`config.mk`:
```
export PLATFORM = sky130hd
export DESIGN_NAME = serial_tx_engine
export DESIGN_NICKNAME = d
export VERILOG_FILES = /design/src/rtl/stx_pkg.sv /design/src/rtl/stx_hold.sv /design/src/rtl/stx_parity.sv /design/src/rtl/stx_shifter.sv /design/src/rtl/serial_tx_engine.sv
export SDC_FILE = /design/constraint.sdc
export NUM_CORES = 1
export LEC_CHECK = 0
export BUFFER_PORTS_ARGS = -buffer_cell sky130_fd_sc_hd__buf_2
export CORE_MARGIN = 4
export CORE_UTILIZATION = 60
export DETAILED_ROUTE_END_ITERATION = 6
export PLACE_DENSITY = 0.88
export SYNTH_ARGS = -nofsm -noshare
export SYNTH_HDL_FRONTEND = slang
export SYNTH_SLANG_ARGS = --single-unit
```
`constraint.sdc`:
```
create_clock -name clk -period 5.2 [get_ports clk]
set_input_delay 0.78 -clock clk [delete_from_list [all_inputs] [get_ports clk]]
set_output_delay 0.78 -clock clk [all_outputs]
set_load 0.01 [all_outputs]
```
`src/rtl/stx_pkg.sv`:
```
package stx_pkg;

   typedef enum logic [2:0] {
      ST_IDLE,
      ST_START,
      ST_DATA,
      ST_PAR,
      ST_STOP,
      ST_STOPX
   } stx_state_e;

   typedef struct packed {
      logic       brk;
      logic       stick;
      logic       even;
      logic       par_en;
      logic       stop_x;
      logic [1:0] wlen;
   } stx_cfg_t;

endpackage

```
`src/rtl/stx_hold.sv`:
```
module stx_hold #(
   parameter int DATA_W = 8
) (
   input  logic              clk,
   input  logic              rst_n,
   input  logic              wr_en,
   input  logic [DATA_W-1:0] wr_data,
   input  logic              xfer,
   output logic [DATA_W-1:0] hold_q,
   output logic              hold_empty
);

   always_ff @(posedge clk) begin
      if (!rst_n) begin
         hold_q     <= '0;
         hold_empty <= 1'b1;
      end else begin
         if (wr_en) begin
            hold_q     <= wr_data;
            hold_empty <= 1'b0;
         end else if (xfer) begin
            hold_empty <= 1'b1;
         end
      end
   end

endmodule

```
`src/rtl/stx_parity.sv`:
```
module stx_parity #(
   parameter int DATA_W = 8,
   parameter int IMPL   = 0,
   localparam int BW    = $clog2(DATA_W)
) (
   input  logic [DATA_W-1:0] data,
   input  logic [BW-1:0]     last_idx,
   input  logic              even,
   input  logic              stick,
   output logic              par
);

   logic [DATA_W-1:0] masked;
   logic              ones_odd;

   for (genvar i = 0; i < DATA_W; i++) begin : g_mask
      assign masked[i] = data[i] & (BW'(i) <= last_idx);
   end

   if (IMPL == 0) begin : g_reduce
      assign ones_odd = ^masked;
   end else begin : g_chain
      logic [DATA_W:0] chain;
      assign chain[0] = 1'b0;
      for (genvar j = 0; j < DATA_W; j++) begin : g_link
         assign chain[j+1] = chain[j] ^ masked[j];
      end
      assign ones_odd = chain[DATA_W];
   end

   always_comb begin
      if (stick)     par = ~even;
      else if (even) par = ones_odd;
      else           par = ~ones_odd;
   end

endmodule

```
`src/rtl/stx_shifter.sv`:
```
module stx_shifter
   import stx_pkg::*;
#(
   parameter int DATA_W = 8,
   parameter int OVS    = 16,
   localparam int BW    = $clog2(DATA_W),
   localparam int CW    = $clog2(OVS),
   localparam int HALF  = OVS / 2
) (
   input  logic              clk,
   input  logic              rst_n,
   input  logic              tick,
   input  logic              load,
   input  logic [DATA_W-1:0] load_data,
   input  logic [BW-1:0]     load_last,
   input  logic              load_pen,
   input  logic              load_sx,
   input  logic              load_half,
   input  logic              load_par,
   output logic              busy,
   output logic              line
);

   stx_state_e        st;
   logic [CW-1:0]     tcnt;
   logic [BW-1:0]     bcnt;
   logic [BW-1:0]     last_q;
   logic [DATA_W-1:0] sh_q;
   logic              pen_q;
   logic              sx_q;
   logic              half_q;
   logic              par_q;
   logic [CW-1:0]     seg_last;
   logic              seg_end;

   assign seg_last = (st == ST_STOPX && half_q) ? CW'(HALF - 1) : CW'(OVS - 1);
   assign seg_end  = tick && (tcnt == seg_last);
   assign busy     = (st != ST_IDLE);

   always_ff @(posedge clk) begin
      if (!rst_n) begin
         st     <= ST_IDLE;
         tcnt   <= '0;
         bcnt   <= '0;
         last_q <= '0;
         sh_q   <= '0;
         pen_q  <= 1'b0;
         sx_q   <= 1'b0;
         half_q <= 1'b0;
         par_q  <= 1'b0;
      end else if (load) begin
         st     <= ST_START;
         tcnt   <= '0;
         bcnt   <= '0;
         last_q <= load_last;
         sh_q   <= load_data;
         pen_q  <= load_pen;
         sx_q   <= load_sx;
         half_q <= load_half;
         par_q  <= load_par;
      end else if (tick && st != ST_IDLE) begin
         if (!seg_end) begin
            tcnt <= tcnt + 1'b1;
         end else begin
            tcnt <= '0;
            case (st)
               ST_START: begin
                  st   <= ST_DATA;
                  bcnt <= '0;
               end
               ST_DATA: begin
                  sh_q <= sh_q >> 1;
                  if (bcnt == last_q) st <= pen_q ? ST_PAR : ST_STOP;
                  else                bcnt <= bcnt + 1'b1;
               end
               ST_PAR:   st <= ST_STOP;
               ST_STOP:  st <= sx_q ? ST_STOPX : ST_IDLE;
               default:  st <= ST_IDLE;
            endcase
         end
      end
   end

   always_comb begin
      case (st)
         ST_START: line = 1'b0;
         ST_DATA:  line = sh_q[0];
         ST_PAR:   line = par_q;
         default:  line = 1'b1;
      endcase
   end

endmodule

```
`src/rtl/serial_tx_engine.sv`:
```
module serial_tx_engine
   import stx_pkg::*;
#(
   parameter int DATA_W     = 8,
   parameter int OVS        = 16,
   parameter int PARITY_IMPL = 0,
   localparam int BW        = $clog2(DATA_W),
   localparam int MIN_BITS  = DATA_W - 3
) (
   input  logic              clk,
   input  logic              rst_n,
   input  logic              tick16,
   input  logic              wr_en,
   input  logic [DATA_W-1:0] wr_data,
   input  logic [6:0]        line_ctrl,
   output logic              txd,
   output logic              hold_empty,
   output logic              tx_empty
);

   if (DATA_W != 8) begin : g_bad_width
      $error("serial_tx_engine: DATA_W must be 8 for the 2-bit length code");
   end
   if (OVS < 2 || (OVS % 2) != 0) begin : g_bad_ovs
      $error("serial_tx_engine: OVS must be even and at least 2");
   end
   if (PARITY_IMPL != 0 && PARITY_IMPL != 1) begin : g_bad_impl
      $error("serial_tx_engine: PARITY_IMPL must be 0 or 1");
   end

   stx_cfg_t          cfg;
   logic [DATA_W-1:0] hold_q;
   logic [BW-1:0]     last_idx;
   logic              par_bit;
   logic              busy;
   logic              line;
   logic              xfer;
   logic              brk_on;

   assign cfg      = stx_cfg_t'(line_ctrl);
   assign brk_on   = cfg.brk;
   assign last_idx = BW'(MIN_BITS - 1) + BW'(cfg.wlen);
   assign xfer     = !hold_empty && !busy;

   stx_hold #(.DATA_W(DATA_W)) u_hold (
      .clk        (clk),
      .rst_n      (rst_n),
      .wr_en      (wr_en),
      .wr_data    (wr_data),
      .xfer       (xfer),
      .hold_q     (hold_q),
      .hold_empty (hold_empty)
   );

   stx_parity #(.DATA_W(DATA_W), .IMPL(PARITY_IMPL)) u_par (
      .data     (hold_q),
      .last_idx (last_idx),
      .even     (cfg.even),
      .stick    (cfg.stick),
      .par      (par_bit)
   );

   stx_shifter #(.DATA_W(DATA_W), .OVS(OVS)) u_shift (
      .clk       (clk),
      .rst_n     (rst_n),
      .tick      (tick16),
      .load      (xfer),
      .load_data (hold_q),
      .load_last (last_idx),
      .load_pen  (cfg.par_en),
      .load_sx   (cfg.stop_x),
      .load_half (cfg.stop_x && cfg.wlen == 2'b00),
      .load_par  (par_bit),
      .busy      (busy),
      .line      (line)
   );

   assign txd      = brk_on ? 1'b0 : line;
   assign tx_empty = hold_empty && !busy;

endmodule

```
**Word-level counts from Yosys, hierarchy flattened**

Cells that the tools add are included.

- Bits in registers: 34
- Input port bits: 19
- Output and inout bits: 3
- Logic and storage cells: 86

- $add $sub $neg: 3
- $lt $le $gt $ge: 8
- Eq/ne operators: 10
- Multiplexer cells: 21
- Bitwise gates (word level): 11
- Reductions and logical operators: 21

Operators with widths:

| cell | number |
|---|---|
| $mux W8 | 4 |
| $le A3 B3 Y1 const A | 4 |
| $mux W3 | 4 |
| $pmux W3 S4 | 1 |
| $reduce_bool A2 Y1 | 5 |
| $reduce_and A3 Y1 | 3 |
| $and A1 B1 Y1 | 8 |
| $mux W1 | 8 |
| $mux W4 | 2 |
| $reduce_xor A8 Y1 | 1 |
| $eq A3 B2 Y1 const B | 2 |
| $eq A3 B3 Y1 const B | 2 |
| $le A1 B3 Y1 const A | 2 |
| $le A2 B3 Y1 const A | 2 |
| $logic_and A1 B1 Y1 | 6 |
| $pmux W3 S2 | 1 |
| $add A4 B1 Y4 const B | 1 |
| $eq A4 B4 Y1 | 1 |
| $reduce_and A4 Y1 | 1 |
| $add A3 B1 Y3 const B | 1 |
| $add A3 B2 Y3 const A | 1 |
| $eq A3 B1 Y1 const B | 1 |
| $eq A3 B3 Y1 | 1 |
| $ne A3 B2 Y1 const B | 1 |
| other kinds (8) | 11 |

**Depth between registers and ports, before layout**

Gate-level depths: netlist (run 1).

- Depth in word-level cells: 8
- Mapped depth: 7
- Gate-level depth less buffers: 5

**By module**

A second synthesis (run 1) with hierarchy kept.

- Cells, all modules: 197
- Area, all modules: 1820.5 um^2

Modules (own cells, without submodules):

| module | times used | cells an instance | area an instance (um^2) | sequential area each (um^2) |
|---|---|---|---|---|
| stx_shifter | 1 | 141 | 1285.0 | 500.5 |
| stx_hold | 1 | 28 | 330.3 | 180.2 |
| stx_parity | 1 | 23 | 172.7 | 0.0 |
| serial_tx_engine | 1 | 5 | 32.5 | 0.0 |

**Least setup slack after synthesis (run 1)**

OpenSTA, ideal clock, no wires.

- Kind: input to register
- Start: in line_ctrl[1]
- End: reg u_shift.par_q
- Setup time: 0.073 ns
- Arrival: 1.833 ns
- Required time: 5.127 ns
- Setup slack: 3.294 ns
- Stages on the path: 5
- Buffers on the path: 0
- Cells stage by stage: or4bb_1 nand4_1 or4_1 a31o_1 o211ai_2

- Longest elaborated chain between the ends: 7
- Elaborated cells on any way between the ends: 21
- Those cells by class: add/sub: 1; order compare: 8; mux: 2; bitwise: 9; reduce/logical: 1

Ends and longest elaborated chain:

| element | line | RTL |
|---|---|---|
| start: declaration | serial_tx_engine.sv:15 | `input logic [6:0] line_ctrl,` |
| $add A3 B2 Y3 * | serial_tx_engine.sv:42 | `assign last_idx = BW'(MIN_BITS - 1) + BW'(cfg.wlen);` |
| $le A1 B3 Y1 (tied with other cells) | stx_parity.sv:17 | `assign masked[i] = data[i] & (BW'(i) <= last_idx);` |
| $and A1 B1 Y1 | stx_parity.sv:17 |  |
| $reduce_xor A8 Y1 * | stx_parity.sv:21 | `assign ones_odd = ^masked;` |
| $not A1 Y1 | stx_parity.sv:34 | `else par = ~ones_odd;` |
| $mux W1 * | stx_parity.sv:33 | `else if (even) par = ones_odd;` |
| $mux W1 * | stx_parity.sv:32 | `if (stick) par = ~even;` |
| end signal: assignment | stx_shifter.sv:60 | `par_q <= load_par;` |
| end: declaration | stx_shifter.sv:32 | `logic par_q;` |

Mark *: on every way between the ends. The rest lies on a longest branch, timed or not.
A chain may end at the register's enable or synchronous reset.

**Final worst setup path (run 1)**

- Start: reg u_shift.st[0]
- End: reg u_shift.sh_q[7]

- Longest elaborated chain between the ends: 7
- Elaborated cells on any way between the ends: 15
- Those cells by class: eq/ne: 3; mux: 2; reduce/logical: 10

Ends and longest elaborated chain:

| element | line | RTL |
|---|---|---|
| start: declaration | stx_shifter.sv:24 | `stx_state_e st;` |
| start signal: assignment | stx_shifter.sv:73 | `if (bcnt == last_q) st <= pen_q ? ST_PAR : ST_STOP;` |
| start signal: assignment | stx_shifter.sv:77 | `ST_STOP: st <= sx_q ? ST_STOPX : ST_IDLE;` |
| $eq A3 B3 Y1 | stx_shifter.sv:36 | `assign seg_last = (st == ST_STOPX && half_q) ? CW'(HALF - 1) : CW'(OVS - 1);` |
| $logic_and A1 B1 Y1 | stx_shifter.sv:36 |  |
| $mux W4 | stx_shifter.sv:36 |  |
| $eq A4 B4 Y1 | stx_shifter.sv:37 | `assign seg_end = tick && (tcnt == seg_last);` |
| $logic_and A1 B1 Y1 | stx_shifter.sv:37 |  |
| $reduce_bool A2 Y1 (no source line) | -- |  |
| $reduce_and A3 Y1 (no source line) | -- |  |
| end signal: assignment | stx_shifter.sv:56 | `sh_q <= load_data;` |
| end signal: assignment | stx_shifter.sv:72 | `sh_q <= sh_q >> 1;` |
| end: declaration | stx_shifter.sv:28 | `logic [DATA_W-1:0] sh_q;` |

Parallel ways exist; a longest one is shown, timed or not.

==> results of run 1 <==
==> cell type report <==
type                    count  area (um^2)  share of cell area (%)
multi-input cells         151          986                    52.3
flip-flops and latches     34          681                    36.1
repair buffers             21          105                    5.57
clock buffers               7         55.1                    2.92
well taps                  31         38.8                    2.06
inverters                   4         15.0                   0.796
clock inverters             1         5.00                   0.265
==> worst max-delay path, stage by stage, from the launching register on <==
cell     delay, ns
dfxtp_1       0.56
or3_1         0.26
nand4_1       0.23
o31ai_2       0.79
o21ai_0       0.17
and2_1        0.20
==> power breakdown <==
group | switching, W | total (W) | internal, W
Combinational | 0.0000361 | 0.0000677 | 0.0000316
Clock | 0.0000870 | 0.000152 | 0.0000655
Sequential | 0.0000112 | 0.000284 | 0.000273
Total | 0.000134 | 0.000504 | 0.000370
==> sequential cells by signal, indices dropped and copies added, names as in the netlist <==
| signal | count |
|---|---|
| u_shift.tcnt | 4 |
| u_shift.last_q | 3 |
| u_shift.pen_q | 1 |
| u_hold.hold_q | 8 |
| u_shift.half_q | 1 |
| u_shift.sx_q | 1 |
| u_shift.st | 3 |
| u_shift.bcnt | 3 |
| u_shift.par_q | 1 |
| u_shift.sh_q | 8 |
| u_hold.hold_empty | 1 |
==> per-layer routing <==
metal / routed length (um) / vias up / global-route usage [%]
li1: - / 745 / -
met1: 1540 / 648 / 25.7
met2: 1620 / 29 / 33.5
met3: 160 / 7 / 7.02
met4: 57 / 0 / 8.48
met5: 0 / - / 0
==> Yosys cell counts (3+ instances only) <==
cell type / instances
nor3_1: 5
nor2b_1: 9
nand4_1: 3
xor2_1: 7
buf_2: 6
a21boi_0: 3
mux2i_1: 9
inv_1: 4
nor2_1: 13
dfxtp_1: 34
o21ai_0: 4
clkbuf_1: 4
nand2_1: 31
a21oi_1: 4
o211a_1: 7
nand3_1: 15
==> final timing paths <==
kind                                                      from                              to  slack [ns]  cells past startpoint
worst max register to register      u_shift.st[0]$_SDFFE_PN0P_    u_shift.sh_q[7]$_SDFFE_PN0P_        2.91                      5
worst min register to register  u_shift.last_q[1]$_SDFFE_PN0P_  u_shift.last_q[1]$_SDFFE_PN0P_        0.48                      2
worst min-delay path            u_shift.last_q[1]$_SDFFE_PN0P_  u_shift.last_q[1]$_SDFFE_PN0P_        0.48                      2
worst max-delay path                u_shift.st[0]$_SDFFE_PN0P_    u_shift.sh_q[7]$_SDFFE_PN0P_        2.91                      5
==> cells by family after synthesis <==
logic type                 after synthesis  share of synthesized area [%]
xor gates and xnor gates                10                           5.84
muxes                                    9                           5.20
AOI/OAI and AO/OA                       34                           16.0
DFF                                     34                           39.2
buffers and inverters                   15                           3.90
adders and majority gates                2                           1.44
and+or+nand+nor                         96                           28.4
==> per-stage QoR <==
| stage | hold WS (ns) | setup WS [ns] | area (um^2) | total power [W] |
|---|---|---|---|---|
| 2_1_floorplan | 0.431 | 3.29 | 1730 | 0.000338 |
| 3_3_place_gp | 0.454 | 2.89 | 1830 | 0.000355 |
| 3_5_place_dp | 0.466 | 2.83 | 1830 | 0.000357 |
| 4_1_cts | 0.478 | 2.90 | 1890 | 0.000508 |
| 5_1_grt | 0.507 | 2.66 | 1890 | 0.000534 |
| 6_report | 0.476 | 2.91 | 1890 | 0.000504 |
==> results.json, run 1 <==
{
  "firstDrtPassIters": 4,
  "final_cells": 249,
  "grt_pass1_wl_mm": 5.79,
  "ys_warn_count": 0,
  "final_util_pct": 68.4,
  "ys_ff_latch": 34,
  "fp.dieArea_um2": 3810,
  "syn_area_per_cell_um2": 8.67,
  "yosysSeqAreaShare_pct": 39.2,
  "synth_edf_count": 0,
  "post_cts_resized": 0,
  "cp_max_fo": 15,
  "placeableCoreArea_um2": 2760,
  "hold_buffers": 0,
  "final_common_cell": "dfxtp_1",
  "setup_violations": 0,
  "yosys.cell_types.count": 45,
  "cts_buffers": 5,
  "syn-num-nets": 221,
  "drt_iter0_markers": 45,
  "worst_pin_slew_ns": 0.904,
  "synth_area_leader_cell": "dfxtp_1",
  "antenna_found_initial": 0,
  "drive_above_1_share_pct": 15.1,
  "yosysTopAreaCellShare_pct": 39.2,
  "finClkSkew_ns": 0.00415,
  "mostFrequentLayoutCells": "34 x dfxtp_1, 31 x nand2_1, 21 x buf_2",
  "netlist_area_um2": 1730,
  "endpoint_kind": "register",
  "cts_setup_buffers": 0,
  "place_inst": 241,
  "finalMaxSlewViolations": 0,
  "synth.area.top_cells": "dfxtp_1 39%, nand2_1 6.7%, mux2i_1 5.2%",
  "area_growth_pct": 8.73,
  "post-route-period-util_pct": 44.1,
  "antennaDiodeCount": 0,
  "outcome": "complete, no violations",
  "worstPathArrival_ns": 2.54,
  "initial_core_util_pct": 62.9,
  "synth_top_flop_cell": "dfxtp_1",
  "htreeDepth": 2,
  "hold_viol_final": 0,
  "post_drt_wl_per_cell_um": 13.6,
  "leakagePower_nw": 0.804,
  "rows": 19,
  "ir_drop_mv": 0.249,
  "clk_latency_ns": 0.34,
  "cts.path.max_buffers": 2,
  "cts_sinks": 34,
  "wl_mm": 3.38,
  "ant_nets": 0,
  "via_count": 1429,
  "critical_path_class": "register to register",
  "required_ns": 5.44,
  "cts_root_buffer": "clkbuf_4",
  "fin_setup_tns_ns": 0,
  "grt_pass1_vias": 1312,
  "viasPerCell": 5.74,
  "io_buffers": 21,
  "gr-total-overflow": 0,
  "routabilityCongestion": 0.805,
  "cts_tree": "yes",
  "pwr_density_cell_nw_per_um2": 267,
  "syn_inst": 200,
  "fill_cells": 234,
  "top_level_ports": 22,
  "hold_class": "register to register",
  "fmax_mhz": 436,
  "synth_async_sr_flop_share_pct": 0,
  "fin_nets": 238,
  "gr-usage-all-layers_pct": 20.9,
  "critPathLaunchType": "register",
  "fp.dieH_um": 61.8,
  "grt_start_max_net_pins": 29,
  "finalCriticalPeriod_ns": 2.29,
  "maxCapViolations": 0,
  "clk_pin_slew_worst_paths_ns": 0.10,
  "rsz0062_at_grt": "false",
  "die_w_um": 61.8,
  "drc": 0,
  "slew_headroom_pct": 39.3,
  "hpwlAfterDp_mm": 2.42
}
No activity file was read; power rests on OpenSTA's default activity.
==> run 2, diff against run 1 <==
Settings changed: CORE_UTILIZATION 60 to 51, PLACE_DENSITY 0.88 to 0.8.
Clock period 5.2 ns to 2 ns, I/O delays scaled along.
==> results.json, run 2 (synthesis gave the netlist of run 1 again) <==
{
  "slowest_stage": "or4_1",
  "hold_class": "primary input to register",
  "cts_root_buffer": "clkbuf_4",
  "drt_iter0_markers": 116,
  "finalCriticalPeriod_ns": 1.86,
  "rsz0062_at_grt": "false",
  "top_level_ports": 22,
  "grt_pass1_wl_mm": 5.81,
  "fin_setup_tns_ns": 0,
  "place_inst": 263,
  "leakagePower_nw": 0.850,
  "critPathLaunchType": "register",
  "hold_buffers": 0,
  "grt_pass1_vias": 1362,
  "cts_tree": "yes",
  "slew_headroom_pct": 72.6,
  "required_ns": 2.28,
  "hpwlAfterDp_mm": 2.34,
  "reg_top3": "u_hold.hold_q x8, u_shift.sh_q x8, u_shift.tcnt x4",
  "r2r-start": "u_hold.hold_q[2]$_SDFFE_PN0P_",
  "cts.path.max_buffers": 2,
  "clk_pin_slew_worst_paths_ns": 0.11,
  "cp_max_fo": 3,
  "clk_latency_ns": 0.34,
  "fin_nets": 247,
  "critical_path.max_stage_delay_ns": 0.55,
  "finalMaxSlewViolations": 0,
  "post_drt_wl_per_cell_um": 12.0,
  "firstDrtPassIters": 4,
  "cts_buffers": 5,
  "critical_path_class": "register to register",
  "drc": 0,
  "post_cts_resized": 0,
  "gr-total-overflow": 0,
  "grt_start_max_net_pins": 23,
  "viasPerCell": 5.35,
  "routabilityCongestion": 0.842,
  "pwr_density_cell_nw_per_um2": 675,
  "fmax_mhz": 539,
  "startpoint": "u_hold.hold_q[2]$_SDFFE_PN0P_",
  "antenna_found_initial": 0,
  "initial_core_util_pct": 55.0,
  "worstPathArrival_ns": 2.13,
  "io_buffers": 21,
  "maxCapViolations": 0,
  "placeableCoreArea_um2": 3150,
  "hold_depth": 3,
  "hold_viol_final": 0,
  "rr_worst_depth": 5,
  "worst_pin_slew_ns": 0.410,
  "holdCritStartpoint": "line_ctrl[3]",
  "drive_above_1_share_pct": 18.9,
  "gr-usage-all-layers_pct": 17.4,
  "worstPathCellList": "xnor3_1 > xnor2_1 > or4_1 > a31o_1 > o211ai_2",
  "endpoint_kind": "register",
  "finClkSkew_ns": 0.0113,
  "ant_nets": 0,
  "post-route-period-util_pct": 92.8,
  "antennaDiodeCount": 0,
  "fp.dieArea_um2": 4400,
  "rows": 20,
  "cts_sinks": 34,
  "area_growth_pct": 13.8,
  "final_cells": 271,
  "via_count": 1451,
  "final_common_cell": "dfxtp_1",
  "mostFrequentLayoutCells": "34 x dfxtp_1, 31 x nand2_1, 21 x buf_2",
  "outcome": "complete, no violations",
  "htreeDepth": 2,
  "setup_violations": 0,
  "ir_drop_mv": 0.583,
  "fp.dieH_um": 66.3,
  "die_w_um": 66.3,
  "wl_mm": 3.26,
  "cts_setup_buffers": 0
}
run 2: area by class of cell:
type | instances | area [um^2]
fillers | 294 | 1180
flip-flops and latches | 34 | 681
inverters | 4 | 15.0
multi-input cells | 151 | 986
well taps | 44 | 55.1
clock inverters | 2 | 12.5
repair buffers | 30 | 173
clock buffers | 6 | 51.3
run 2: final timing paths:
path	endpoint	slack, ns
hold reg to reg	u_shift.half_q$_SDFFE_PN0P_	0.48
hold / removal	u_shift.pen_q$_SDFFE_PN0P_	0.20
setup / recovery	u_shift.par_q$_SDFFE_PN0P_	0.14
setup reg to reg	u_shift.par_q$_SDFFE_PN0P_	0.14
run 2: worst max-delay path: cells and delay by family, from the launching register on:
kind             cells  cell delay [ns]
AO/OA/AOI/OAI        2             0.29
XOR/XNOR             2             0.58
flip-flops           1             0.37
AND/OR/NAND/NOR      1             0.55
run 2: where the power goes:
group	internal, W	switching, W	total (W)
registers	0.000709	0.0000265	0.000736
clock network	0.000169	0.000236	0.000405
logic	0.0000920	0.0000981	0.000190
run 2: metrics by stage:
| stage | hold slack (ns) | area (um^2) | utilization [%] | setup WS, ns | power, W |
|---|---|---|---|---|---|
| final | 0.198 | 1970 | 62.6 | 0.143 | 0.00133 |
| after CTS | 0.191 | 1970 | 62.6 | 0.144 | 0.00134 |
| after global routing | 0.191 | 1970 | 62.6 | 0.0735 | 0.00141 |
| after global placement | 0.454 | 1910 | 60.6 | 0.203 | 0.000938 |
| after floorplan | 0.431 | 1730 | - | 0.262 | 0.000880 |
| after detailed placement | 0.464 | 1910 | 60.6 | 0.175 | 0.000941 |
run 2: metal layers:
layer | vias up | routed length [um] | track usage, %
li1 | 760 | - | -
met1 | 666 | 1650 | 22.2
met2 | 21 | 1420 | 26.8
met3 | 4 | 131 | 4.76
met4 | 0 | 51 | 8.63
met5 | - | 0 | 0
